--- src/rtl/gtm_pkg.sv ---
package gtm_pkg;

    typedef struct packed {
        logic irq_en;
        logic rst_en;
    } gtm_mode_t;

    typedef enum logic [1:0] {
        ACT_NONE = 2'd0,
        ACT_IRQ  = 2'd1,
        ACT_RST  = 2'd2
    } gtm_act_e;

    localparam gtm_mode_t GTM_MODE_POR = '{irq_en: 1'b0, rst_en: 1'b1};

    // What a counter expiry does, given the current mode and pending flag.
    function automatic gtm_act_e gtm_pick(input gtm_mode_t m, input logic flag);
        gtm_act_e a;
        if (m.irq_en && !flag)
            a = ACT_IRQ;
        else if (m.rst_en)
            a = ACT_RST;
        else if (m.irq_en)
            a = ACT_IRQ;
        else
            a = ACT_NONE;
        return a;
    endfunction

endpackage

--- src/rtl/gtm_tick_counter.sv ---
module gtm_tick_counter #(
    parameter int SEL_W    = 3,
    parameter int BASE_EXP = 4
) (
    input  logic             clk,
    input  logic             rst,
    input  logic             hold,
    input  logic             restart,
    input  logic [SEL_W-1:0] sel,
    output logic             expire_o
);
    localparam int NSEL  = 1 << SEL_W;
    localparam int CNT_W = BASE_EXP + NSEL - 1;

    logic [CNT_W-1:0] lim_tab [NSEL];
    logic [CNT_W-1:0] cnt_q;

    // One terminal count per select value: 2^(i+BASE_EXP) - 1.
    for (genvar i = 0; i < NSEL; i++) begin : g_lim
        assign lim_tab[i] = CNT_W'((64'd1 << (BASE_EXP + i)) - 64'd1);
    end

    assign expire_o = !hold && !restart && (cnt_q == lim_tab[sel]);

    always_ff @(posedge clk) begin
        if (rst || hold || restart || expire_o)
            cnt_q <= '0;
        else
            cnt_q <= cnt_q + 1'b1;
    end

endmodule

--- src/rtl/gtm_mode_ctl.sv ---
module gtm_mode_ctl
    import gtm_pkg::*;
#(
    parameter int SEL_W   = 3,
    parameter int SEL_POR = 0
) (
    input  logic             clk,
    input  logic             rst,
    input  logic             busy,
    input  logic             cfg_we,
    input  gtm_mode_t        cfg_mode,
    input  logic [SEL_W-1:0] cfg_sel,
    input  logic             ack,
    input  logic             flag_clr,
    input  logic             expire,
    output gtm_mode_t        mode_q,
    output logic             flag_q,
    output logic [SEL_W-1:0] sel_q,
    output logic             sel_chg_o,
    output logic             fire_rst_o
);
    gtm_act_e act;

    always_comb begin
        act = expire ? gtm_pick(mode_q, flag_q) : ACT_NONE;
    end

    assign fire_rst_o = (act == ACT_RST);
    assign sel_chg_o  = !busy && cfg_we && (cfg_sel != sel_q);

    always_ff @(posedge clk) begin
        if (rst || fire_rst_o) begin
            mode_q <= GTM_MODE_POR;
            flag_q <= 1'b0;
            sel_q  <= SEL_W'(SEL_POR);
        end else if (!busy) begin
            if (cfg_we) begin
                mode_q <= cfg_mode;
                sel_q  <= cfg_sel;
            end
            if (flag_clr)
                flag_q <= 1'b0;
            if (act == ACT_IRQ)
                flag_q <= 1'b1;
            // Servicing drops to reset-only mode; it outranks a new interrupt.
            if (ack) begin
                flag_q        <= 1'b0;
                mode_q.irq_en <= 1'b0;
            end
        end
    end

endmodule

--- src/rtl/gtm_rst_stretch.sv ---
module gtm_rst_stretch #(
    parameter int LEN = 16
) (
    input  logic clk,
    input  logic rst,
    input  logic start,
    output logic busy_o
);
    localparam int LW = $clog2(LEN + 1);

    logic [LW-1:0] left_q;

    assign busy_o = (left_q != '0);

    always_ff @(posedge clk) begin
        if (rst)
            left_q <= '0;
        else if (start)
            left_q <= LW'(LEN);
        else if (busy_o)
            left_q <= left_q - 1'b1;
    end

endmodule

--- src/rtl/guard_timer.sv ---
module guard_timer
    import gtm_pkg::*;
#(
    parameter int SEL_W      = 3,
    parameter int BASE_EXP   = 4,
    parameter int RST_CYCLES = 16,
    parameter int SEL_POR    = 0
) (
    input  logic             clk,
    input  logic             rst,
    input  logic             kick_i,
    input  logic             ack_i,
    input  logic             flag_clr_i,
    input  logic             cfg_we_i,
    input  logic             cfg_irq_en_i,
    input  logic             cfg_rst_en_i,
    input  logic [SEL_W-1:0] cfg_sel_i,
    output logic             irq_o,
    output logic             flag_o,
    output logic             irq_en_o,
    output logic             rst_en_o,
    output logic             sys_rst_o
);
    gtm_mode_t        mode;
    gtm_mode_t        cfg_mode;
    logic             flag;
    logic [SEL_W-1:0] sel;
    logic             busy;
    logic             sel_chg;
    logic             fire_rst;
    logic             expire;
    logic             hold;
    logic             restart;

    assign cfg_mode = '{irq_en: cfg_irq_en_i, rst_en: cfg_rst_en_i};
    assign hold     = busy || (!mode.irq_en && !mode.rst_en);
    assign restart  = (kick_i && !busy) || sel_chg;

    gtm_tick_counter #(
        .SEL_W    (SEL_W),
        .BASE_EXP (BASE_EXP)
    ) u_cnt (
        .clk      (clk),
        .rst      (rst),
        .hold     (hold),
        .restart  (restart),
        .sel      (sel),
        .expire_o (expire)
    );

    gtm_mode_ctl #(
        .SEL_W   (SEL_W),
        .SEL_POR (SEL_POR)
    ) u_mode (
        .clk        (clk),
        .rst        (rst),
        .busy       (busy),
        .cfg_we     (cfg_we_i),
        .cfg_mode   (cfg_mode),
        .cfg_sel    (cfg_sel_i),
        .ack        (ack_i),
        .flag_clr   (flag_clr_i),
        .expire     (expire),
        .mode_q     (mode),
        .flag_q     (flag),
        .sel_q      (sel),
        .sel_chg_o  (sel_chg),
        .fire_rst_o (fire_rst)
    );

    gtm_rst_stretch #(
        .LEN (RST_CYCLES)
    ) u_pulse (
        .clk    (clk),
        .rst    (rst),
        .start  (fire_rst),
        .busy_o (busy)
    );

    assign irq_o     = flag && mode.irq_en;
    assign flag_o    = flag;
    assign irq_en_o  = mode.irq_en;
    assign rst_en_o  = mode.rst_en;
    assign sys_rst_o = busy;

endmodule

--- config.mk ---
export PLATFORM = sky130hd
export DESIGN_NAME = guard_timer
export DESIGN_NICKNAME = d
export VERILOG_FILES = /design/src/rtl/gtm_pkg.sv /design/src/rtl/gtm_tick_counter.sv /design/src/rtl/gtm_mode_ctl.sv /design/src/rtl/gtm_rst_stretch.sv /design/src/rtl/guard_timer.sv
export SDC_FILE = /design/constraint.sdc
export NUM_CORES = 1
export LEC_CHECK = 0
export BUFFER_PORTS_ARGS = -buffer_cell sky130_fd_sc_hd__buf_2
export CAP_MARGIN = 0
export CORE_ASPECT_RATIO = 0.5
export CORE_UTILIZATION = 45
export DETAILED_ROUTE_END_ITERATION = 10
export HOLD_SLACK_MARGIN = 0.02
export PLACE_DENSITY_LB_ADDON = 0.05
export SYNTH_ARGS = -nofsm -noshare
export SYNTH_HDL_FRONTEND = slang
export SYNTH_SLANG_ARGS = --single-unit
--- constraint.sdc ---
create_clock -name clk -period 5.05 [get_ports clk]
set_clock_uncertainty 0.05 [all_clocks]
set_input_delay 0.505 -clock clk [delete_from_list [all_inputs] [get_ports clk]]
set_output_delay 0.505 -clock clk [all_outputs]
set_load 0.02 [all_outputs]
Word level (Yosys, flattened, before mapping)
Memory sizes are Yosys's and may differ from the RTL's.
Index checks and enable logic that the tools add are counted.
{"block": "totals", "regBits": 22, "output_inout_bits": 5, "romBits": 88, "wordCells": 58, "mem_count": 1, "input_bits": 11}
{"block": "op_classes", "n_eq_ne": 4, "bitwise": 2, "reduce_logical": 28, "n_addsub": 2, "order_cmp": 1, "n_mux": 13}
{"name": "(no name shown)", "depth": 8, "word_bits": 11, "read_ports": 1, "rd_ports_with_merged_regs": 0, "write_ports": 0, "line_no": "gtm_tick_counter.sv:23", "source": "assign expire_o = !hold && !restart && (cnt_q == lim_tab[sel]);"}
{"cell": "11-bit two-way mux", "count": 2}
{"cell": "11-bit by 1-bit adder with 11-bit output (second input constant)", "count": 1}
{"cell": "11-bit == test", "count": 1}
{"cell": "5-bit two-way mux", "count": 2}
{"cell": "1-bit logical AND", "count": 8}
{"cell": "2-bit two-way mux", "count": 4}
{"cell": "1-bit logical NOT", "count": 6}
{"cell": "1-bit logical OR", "count": 6}
{"cell": "2-bit AND reduction", "count": 3}
{"cell": "1-bit two-way mux", "count": 5}
{"cell": "5-bit nonzero test", "count": 1}
{"cell": "5-bit by 1-bit subtractor with 5-bit output (second input constant)", "count": 1}
{"cell": "4-bit greater-or-equal comparator (second input constant)", "count": 1}
{"cell": "3-bit inverter with 4-bit output", "count": 1}
{"cell": "2-bit nonzero test", "count": 2}
{"cell": "3-bit inequality test", "count": 1}
{"cell": "3-bit nonzero test", "count": 1}
{"cell": "2-bit by 1-bit == test with 1-bit output (second input constant)", "count": 1}
{"cell": "2-bit == test (second input constant)", "count": 1}
{"cell": "2-bit OR reduction", "count": 1}
{"cell": "1-bit inverter", "count": 1}

Logic depth before layout (Yosys ltp)
Gate-level depths: netlist of the first run.
{"block": "logic_depth", "ltp_word": 12, "ltp_mapped": 8, "depth_no_buf": 8}

Cells and area by module
From an unflattened synthesis of the first run, not the netlist that was laid out.
{"block": "unflattened", "hier_cells": 135, "area_unflattened_um2": 1217.4}
{"mod": "gtm_tick_counter", "seq_area_each_um2": 220.2, "instances": 1, "cells_each": 73, "area_per_inst_um2": 651.9}
{"mod": "gtm_mode_ctl", "seq_area_each_um2": 120.1, "instances": 1, "cells_each": 34, "area_per_inst_um2": 320.3}
{"mod": "gtm_rst_stretch", "seq_area_each_um2": 100.1, "instances": 1, "cells_each": 24, "area_per_inst_um2": 222.7}
{"mod": "guard_timer", "seq_area_each_um2": 0.0, "instances": 1, "cells_each": 4, "area_per_inst_um2": 22.5}

Worst setup path before layout of the first run
No wires, ideal clock.
{"block": "synth_path", "path_type": "register to register", "startpoint": "register u_pulse.left_q[0]", "endpoint": "register u_pulse.left_q[1]", "stages_incl_launch_ff": 8, "arrival_time_ns": 1.776, "synth_period_minus_slack_ns": 1.953, "setup_ns": 0.127, "setup_slack_ns": 3.097, "path_cell_list": "dfxtp_1 inv_1 ha_1 nor4b_4 inv_2 nor4_4 a41o_2 a211oi_1"}
{"block": "synth_via", "elab_chain_cells": 11}
{"item": "start, declared", "line_no": "gtm_rst_stretch.sv:11", "source": "logic [LW-1:0] left_q;"}
{"item": "start signal, assigned", "line_no": "gtm_rst_stretch.sv:19", "source": "left_q <= LW'(LEN);"}
{"item": "start signal, assigned", "line_no": "gtm_rst_stretch.sv:21", "source": "left_q <= left_q - 1'b1;"}
{"item": "5-bit nonzero test *", "line_no": "gtm_rst_stretch.sv:13", "source": "assign busy_o = (left_q != '0);"}
{"item": "named net sys_rst_o", "line_no": "guard_timer.sv:22", "source": "output logic sys_rst_o"}
{"item": "1-bit logical NOT", "line_no": "gtm_mode_ctl.sv:29, guard_timer.sv:37"}
{"item": "1-bit logical AND (2 in series)", "line_no": "gtm_mode_ctl.sv:29", "source": "assign sel_chg_o = !busy && cfg_we && (cfg_sel != sel_q);"}
{"item": "1-bit logical OR", "line_no": "guard_timer.sv:37", "source": "assign restart = (kick_i && !busy) || sel_chg;"}
{"item": "1-bit logical NOT", "line_no": "gtm_tick_counter.sv:23"}
{"item": "1-bit logical AND (2 in series)", "line_no": "gtm_tick_counter.sv:23"}
{"item": "2-bit two-way mux", "line_no": "gtm_mode_ctl.sv:25", "source": "act = expire ? gtm_pick(mode_q, flag_q) : ACT_NONE;"}
{"item": "2-bit == test", "line_no": "gtm_mode_ctl.sv:28", "source": "assign fire_rst_o = (act == ACT_RST);"}
{"item": "2-bit OR reduction (no line)"}
The timed path passes the listed nets; every way through them passes the cells marked *.
A chain may end at the register's enable or synchronous reset.

Worst setup path in the final report of the first run
{"block": "layout_path", "startpoint": "register u_pulse.left_q[0]", "endpoint": "output port sys_rst_o"}
{"block": "layout_via", "elab_chain_cells": 1}
{"item": "5-bit nonzero test", "line_no": "gtm_rst_stretch.sv:13"}
{"item": "end, declared", "line_no": "guard_timer.sv:22"}
Every way passes these cells.

==> results of run 1 <==
## final cells by class
cell class | count | area share [%]
Multi-Input combinational cell | 106 | 52.0
Sequential cell | 22 | 33.2
Timing Repair Buffer | 15 | 5.66
Clock buffer | 4 | 4.15
Tap cell | 35 | 3.30
Inverter | 6 | 1.70
## worst max-delay path: stages (launching register included)
cell     delay [ns]
dfxtp_1        0.33
inv_1          0.10
ha_1           0.17
nor4b_4        0.46
inv_2          0.17
buf_2          0.21
## metrics by stage
stage          power (mW)  hold WS [ns]  utilization (%)  setup WS (ns)  cell area, sq um
6_report            0.579         0.428             56.6           2.79              1330
5_1_grt             0.629         0.434             56.6           2.64              1330
4_1_cts             0.583         0.420             56.6           2.78              1330
3_5_place_dp        0.456         0.416             54.3           2.94              1270
3_3_place_gp        0.454         0.405             54.3           3.01              1270
2_1_floorplan       0.411         0.376                -           3.10              1170
## per-layer routing
layer	vias to the layer above	track usage (%)	wire length, um
li1	512	-	-
met1	424	28.9	1250
met2	17	24.8	814
met3	2	6.32	101
met4	0	2.83	10
met5	-	0	0
## power breakdown
group | switching [mW] | internal (mW) | leakage (nW)
combinational | 0.123 | 0.0906 | 0.288
sequential | 0.0388 | 0.201 | 0.179
clock | 0.0561 | 0.0695 | 0.0288
total | 0.218 | 0.361 | 0.496
## flip-flops by register name, summed over array words and instances, names as in the netlist
| signal | cells |
|---|---|
| u_cnt.cnt_q | 11 |
| u_mode.flag_q | 1 |
| u_mode.mode_q | 2 |
| u_mode.sel_q | 3 |
| u_pulse.left_q | 5 |
## path summary, 6_finish.rpt
kind                      from                 to  slack (ns)
min reg2reg     u_cnt.cnt_q[0]     u_cnt.cnt_q[0]        0.43
max reg2reg  u_pulse.left_q[0]  u_pulse.left_q[0]        2.93
min             u_cnt.cnt_q[0]     u_cnt.cnt_q[0]        0.43
max          u_pulse.left_q[0]          sys_rst_o        2.79
## kinds of logic after synthesis
group | after synthesis
xor gates and xnor gates | 18
and+or+nand+nor | 63
AOI/OAI and AO/OA | 22
adders and majority gates | 3
buffers and inverters | 11
DFF | 22
## cells in the final DEF, fill, tap and decap left out, types with 3 or more instances in the layout
cell / count
nand3_1: 7
inv_1: 5
a21oi_1: 8
nor3_1: 9
nor2_1: 21
clkbuf_8: 4
xnor2_1: 8
buf_2: 15
nand4_1: 4
xor2_1: 10
nand2_1: 10
dfxtp_1: 22
ha_1: 3
o21ai_0: 3
==> impl_metrics.env, run 1 <==
export IMPL_status="complete, no violations"
export IMPL_insertion_delay_ns=0.26
export IMPL_powerDensity_mw_per_mm2=437
export IMPL_required_ns=4.49
export IMPL_worst_pin_slew_ns=0.609
export IMPL_synth_compound_area_share_pct=13.0
export IMPL_grt_pass1_vias=834
export IMPL_slew_headroom_pct=59.0
export IMPL_synthTopCellsByArea="dfxtp_1 37%, xor2_1 7.5%, nor2_1 6.7%, xnor2_1 6.0%, nor3_1 3.8%"
export IMPL_fill_cells=217
export IMPL_grt_pass1_wl_um=3910
export IMPL_hold_viol_final=0
export IMPL_min_path_type="flip-flop to flip-flop"
export IMPL_antenna_found_initial=0
export IMPL_synthXorXnorAreaFrac_pct=13.4
export IMPL_syn_nets=153
export IMPL_clockBufferDepth=2
export IMPL_final_antenna_net_count=0
export IMPL_rsz0062_at_grt="false"
export IMPL_holdPathStages=1
export IMPL_drv_slew=0
export IMPL_setup_tns_ns=0
export IMPL_cts_tree="built"
export IMPL_holdBufCountCts=0
export IMPL_final_net_count=168
export IMPL_synth_async_reset_ratio_pct=0
export IMPL_critPathArrivalTime_ns=1.70
export IMPL_ir_worst_vdd_mv=0.262
export IMPL_yosys_area_share_adder_pct=3.19
export IMPL_synth_flop_cell="dfxtp_1"
export IMPL_drt_total_wl_um=2180
export IMPL_cap_violations=0
export IMPL_cp_max_fo=10
export IMPL_cts_setup_buffers=0
export IMPL_worst_setup_path_type="flip-flop to primary output"
export IMPL_routabilityCongestion=0.911
export IMPL_synth_top_family_by_area="simple AND/OR/NAND/NOR gates"
export IMPL_post_route_period_util_pct=44.7
export IMPL_drt_wirelength_per_cell_um=11.6
export IMPL_clock_sinks=22
export IMPL_grt_usage_pct=18.8
export IMPL_synth_distinct_cells=34
export IMPL_netlist_area_sq_mm=0.00117
export IMPL_syn_inst=139
export IMPL_synth_common_cells="22 x dfxtp_1, 21 x nor2_1, 10 x nand2_1, 10 x xor2_1, 9 x nor3_1"
export IMPL_ff_latch_area_sq_um=440
export IMPL_dieWidth_um=74.3
export IMPL_ys_seq_elements=22
export IMPL_drt_iter0_markers=39
export IMPL_layout_cells_non_filler=188
export IMPL_initial_utilization_pct=50.2
export IMPL_h_tree_depth=1
export IMPL_n_antenna_cell=0
export IMPL_hpwl_um=1650
export IMPL_grt_max_degree=13
export IMPL_crit_path_start_kind="flip-flop"
export IMPL_seq_area_frac_synth_pct=37.5
export IMPL_path_clk_slew_ns=0.08
export IMPL_drive_gt1_share_pct=17.0
export IMPL_setup_viol=0
export IMPL_drc=0
export IMPL_synth_edf_count=0
export IMPL_yosys_area_top_type="dfxtp_1"
export IMPL_synthMuxAreaShare_pct=0
export IMPL_coreArea_sq_mm=0.00234
export IMPL_vias=955
export IMPL_synth_warnings=0
export IMPL_cellLeakagePower_nw=0.496
export IMPL_die_h_um=38.1
export IMPL_drt_pass1_iter_count=4
export IMPL_num_rows=12
export IMPL_synth_most_common_cell="dfxtp_1"
export IMPL_io_buffers=15
export IMPL_fmax_mhz=443
export IMPL_r2r_cells=7
export IMPL_cts_root_buf="clkbuf_8"
export IMPL_netlist_area_leader_share_pct=37.5
export IMPL_place_inst=184
export IMPL_via_per_inst=5.08
export IMPL_pin_count=16
export IMPL_dieArea_sq_mm=0.00283
export IMPL_ctsResizeCount=0
export IMPL_avgSynthCellArea_sq_um=8.45
export IMPL_min_period_ns=2.26
export IMPL_syn2layout_area_growth_pct=12.9
export IMPL_cts_buffers_inserted=3
export IMPL_multi_input_area_sq_um=689
export IMPL_yosys_area_share_simple_pct=29.1
export IMPL_grt_ovfl_total=0
export IMPL_endpoint_kind="primary output"
Note: power is estimated with default switching activity, not from simulation.
==> inputs of run 2 (changes only) <==
Clock period 5.05 ns to 2.3 ns, I/O delays scaled along.
==> impl_metrics.env, run 2 (same netlist as run 1, synthesis figures left out) <==
export IMPL_status="complete, no violations"
export IMPL_finalInstanceArea_sq_mm=0.00134
export IMPL_drt_iter0_markers=18
export IMPL_hold_viol_final=0
export IMPL_p_total_mw=1.31
export IMPL_worstPathCellList="inv_1, ha_1, nor4b_4, inv_2, nor4_4, a41o_2, nor3_1"
export IMPL_h_tree_depth=1
export IMPL_crit_path_start_kind="flip-flop"
export IMPL_die_h_um=38.1
export IMPL_clockBufferDepth=2
export IMPL_reg_top3="u_cnt.cnt_q (11), u_pulse.left_q (5), u_mode.sel_q (3)"
export IMPL_drc=0
export IMPL_final_util_pct=57.3
export IMPL_reg2reg_to="u_pulse.left_q[0]"
export IMPL_grt_ovfl_total=0
export IMPL_post_place_ws_ns=0.448
export IMPL_required_ns=2.41
export IMPL_grt_pass1_wl_um=3710
export IMPL_mostFrequentLayoutCells="22 x dfxtp_1, 21 x nor2_1, 15 x buf_2, 10 x nand2_1, 10 x xor2_1"
export IMPL_cp_endpoint="u_pulse.left_q[0]"
export IMPL_num_rows=12
export IMPL_drv_slew=0
export IMPL_dieArea_sq_mm=0.00283
export IMPL_hold_ws_ns=0.149
export IMPL_dr_wl_met3_um=92
export IMPL_mostFrequentLayoutCell="dfxtp_1"
export IMPL_max_flop_register="u_cnt.cnt_q"
export IMPL_coreArea_sq_mm=0.00234
export IMPL_ctsResizeCount=0
export IMPL_timing_rr_start="u_pulse.left_q[0]"
export IMPL_drt_pass1_iter_count=4
export IMPL_setup_tns_ns=0
export IMPL_vias=952
export IMPL_n_antenna_cell=0
export IMPL_final_net_count=170
export IMPL_via_per_inst=5.01
export IMPL_cts_buffers_inserted=3
export IMPL_wl_met1_um=1290
export IMPL_fmax_mhz=539
export IMPL_path_clk_slew_ns=0.08
export IMPL_powerDensity_mw_per_mm2=976
export IMPL_cts_tree="built"
export IMPL_cellLeakagePower_nw=0.505
export IMPL_slew_headroom_pct=74.0
export IMPL_worst_pin_slew_ns=0.389
export IMPL_routabilityCongestion=0.767
export IMPL_drt_total_wl_um=2230
export IMPL_pin_count=16
export IMPL_initial_utilization_pct=50.2
export IMPL_critPathArrivalTime_ns=1.96
export IMPL_endpoint_kind="flip-flop"
export IMPL_grt_max_degree=13
export IMPL_layout_cells_non_filler=190
export IMPL_drive_gt1_share_pct=18.1
export IMPL_holdBufCountCts=0
export IMPL_topRoutingLayerUsed="met4"
export IMPL_min_path_type="primary input to flip-flop"
export IMPL_grt_pass1_vias=824
export IMPL_critical_path_depth=7
export IMPL_rsz0062_at_grt="false"
export IMPL_ff_latch_area_sq_um=440
export IMPL_cap_violations=0
export IMPL_syn2layout_area_growth_pct=14.2
export IMPL_drt_wirelength_per_cell_um=11.7
export IMPL_cp_max_fo=8
export IMPL_timing_critical_path_from="u_pulse.left_q[0]"
export IMPL_fill_cells=234
export IMPL_multi_input_area_sq_um=689
export IMPL_final_antenna_net_count=0
export IMPL_worst_setup_path_type="flip-flop to flip-flop"
export IMPL_cpPeakStageDelay_ns=0.34
export IMPL_place_inst=186
export IMPL_cp_slowest_cell="a41o_2"
export IMPL_rrSetupSlack_ns=0.44
export IMPL_path_buf_inv=2
export IMPL_io_buffers=15
export IMPL_insertion_delay_ns=0.26
export IMPL_antenna_found_initial=0
export IMPL_setup_viol=0
export IMPL_timing_final_ws_setup_ns=0.443
export IMPL_largest_reg_flops=11
export IMPL_hpwl_um=1690
export IMPL_dieWidth_um=74.3
export IMPL_grt_usage_pct=18.2
export IMPL_min_period_ns=1.86
export IMPL_critPathTopFamily="simple AND/OR/NAND/NOR gates"
export IMPL_placed_cell_area_sq_mm=0.00129
export IMPL_cts_root_buf="clkbuf_8"
export IMPL_clock_sinks=22
export IMPL_r2r_cells=7
export IMPL_post_route_period_util_pct=80.7
export IMPL_routed_wl_met2_um=838
export IMPL_holdPathStages=2
export IMPL_ir_worst_vdd_mv=0.616
export IMPL_cts_setup_buffers=0
run 2: changes by cell type in the layout (fill, tap and decap cells not counted):
cell / change
buf_4: +2
run 2: cell type report:
cell class,count,share of cell area (%)
inverters,6,1.68
clock buffers,4,4.10
well taps,35,3.26
flip-flops and latches,22,32.8
repair buffers,17,6.72
multi-input cells,106,51.4
run 2: worst min-delay path by stage:
stage | slack [ns] | to | start
after floorplan | 0.25 | u_pulse.left_q[4] | rst
after global placement | 0.39 | u_cnt.cnt_q[0] | u_cnt.cnt_q[0]
after detailed placement | 0.40 | u_cnt.cnt_q[0] | u_cnt.cnt_q[0]
after CTS | 0.15 | u_pulse.left_q[4] | rst
after global routing | 0.16 | u_pulse.left_q[4] | rst
final | 0.15 | u_pulse.left_q[4] | rst
run 2: routing by layer:
metal  vias to the layer above  track usage [%]
met1                       419             25.6
met3                         3             6.32
met4                         0             2.83
met5                         -                0
met2                        16             27.5
li1                        514                -
run 2: where the power goes:
group / total, mW / switching (mW) / leakage, nW / internal (mW)
sequential: 0.526 / 0.0849 / 0.179 / 0.441
clock: 0.281 / 0.129 / 0.0288 / 0.153
combinational: 0.502 / 0.278 / 0.297 / 0.224
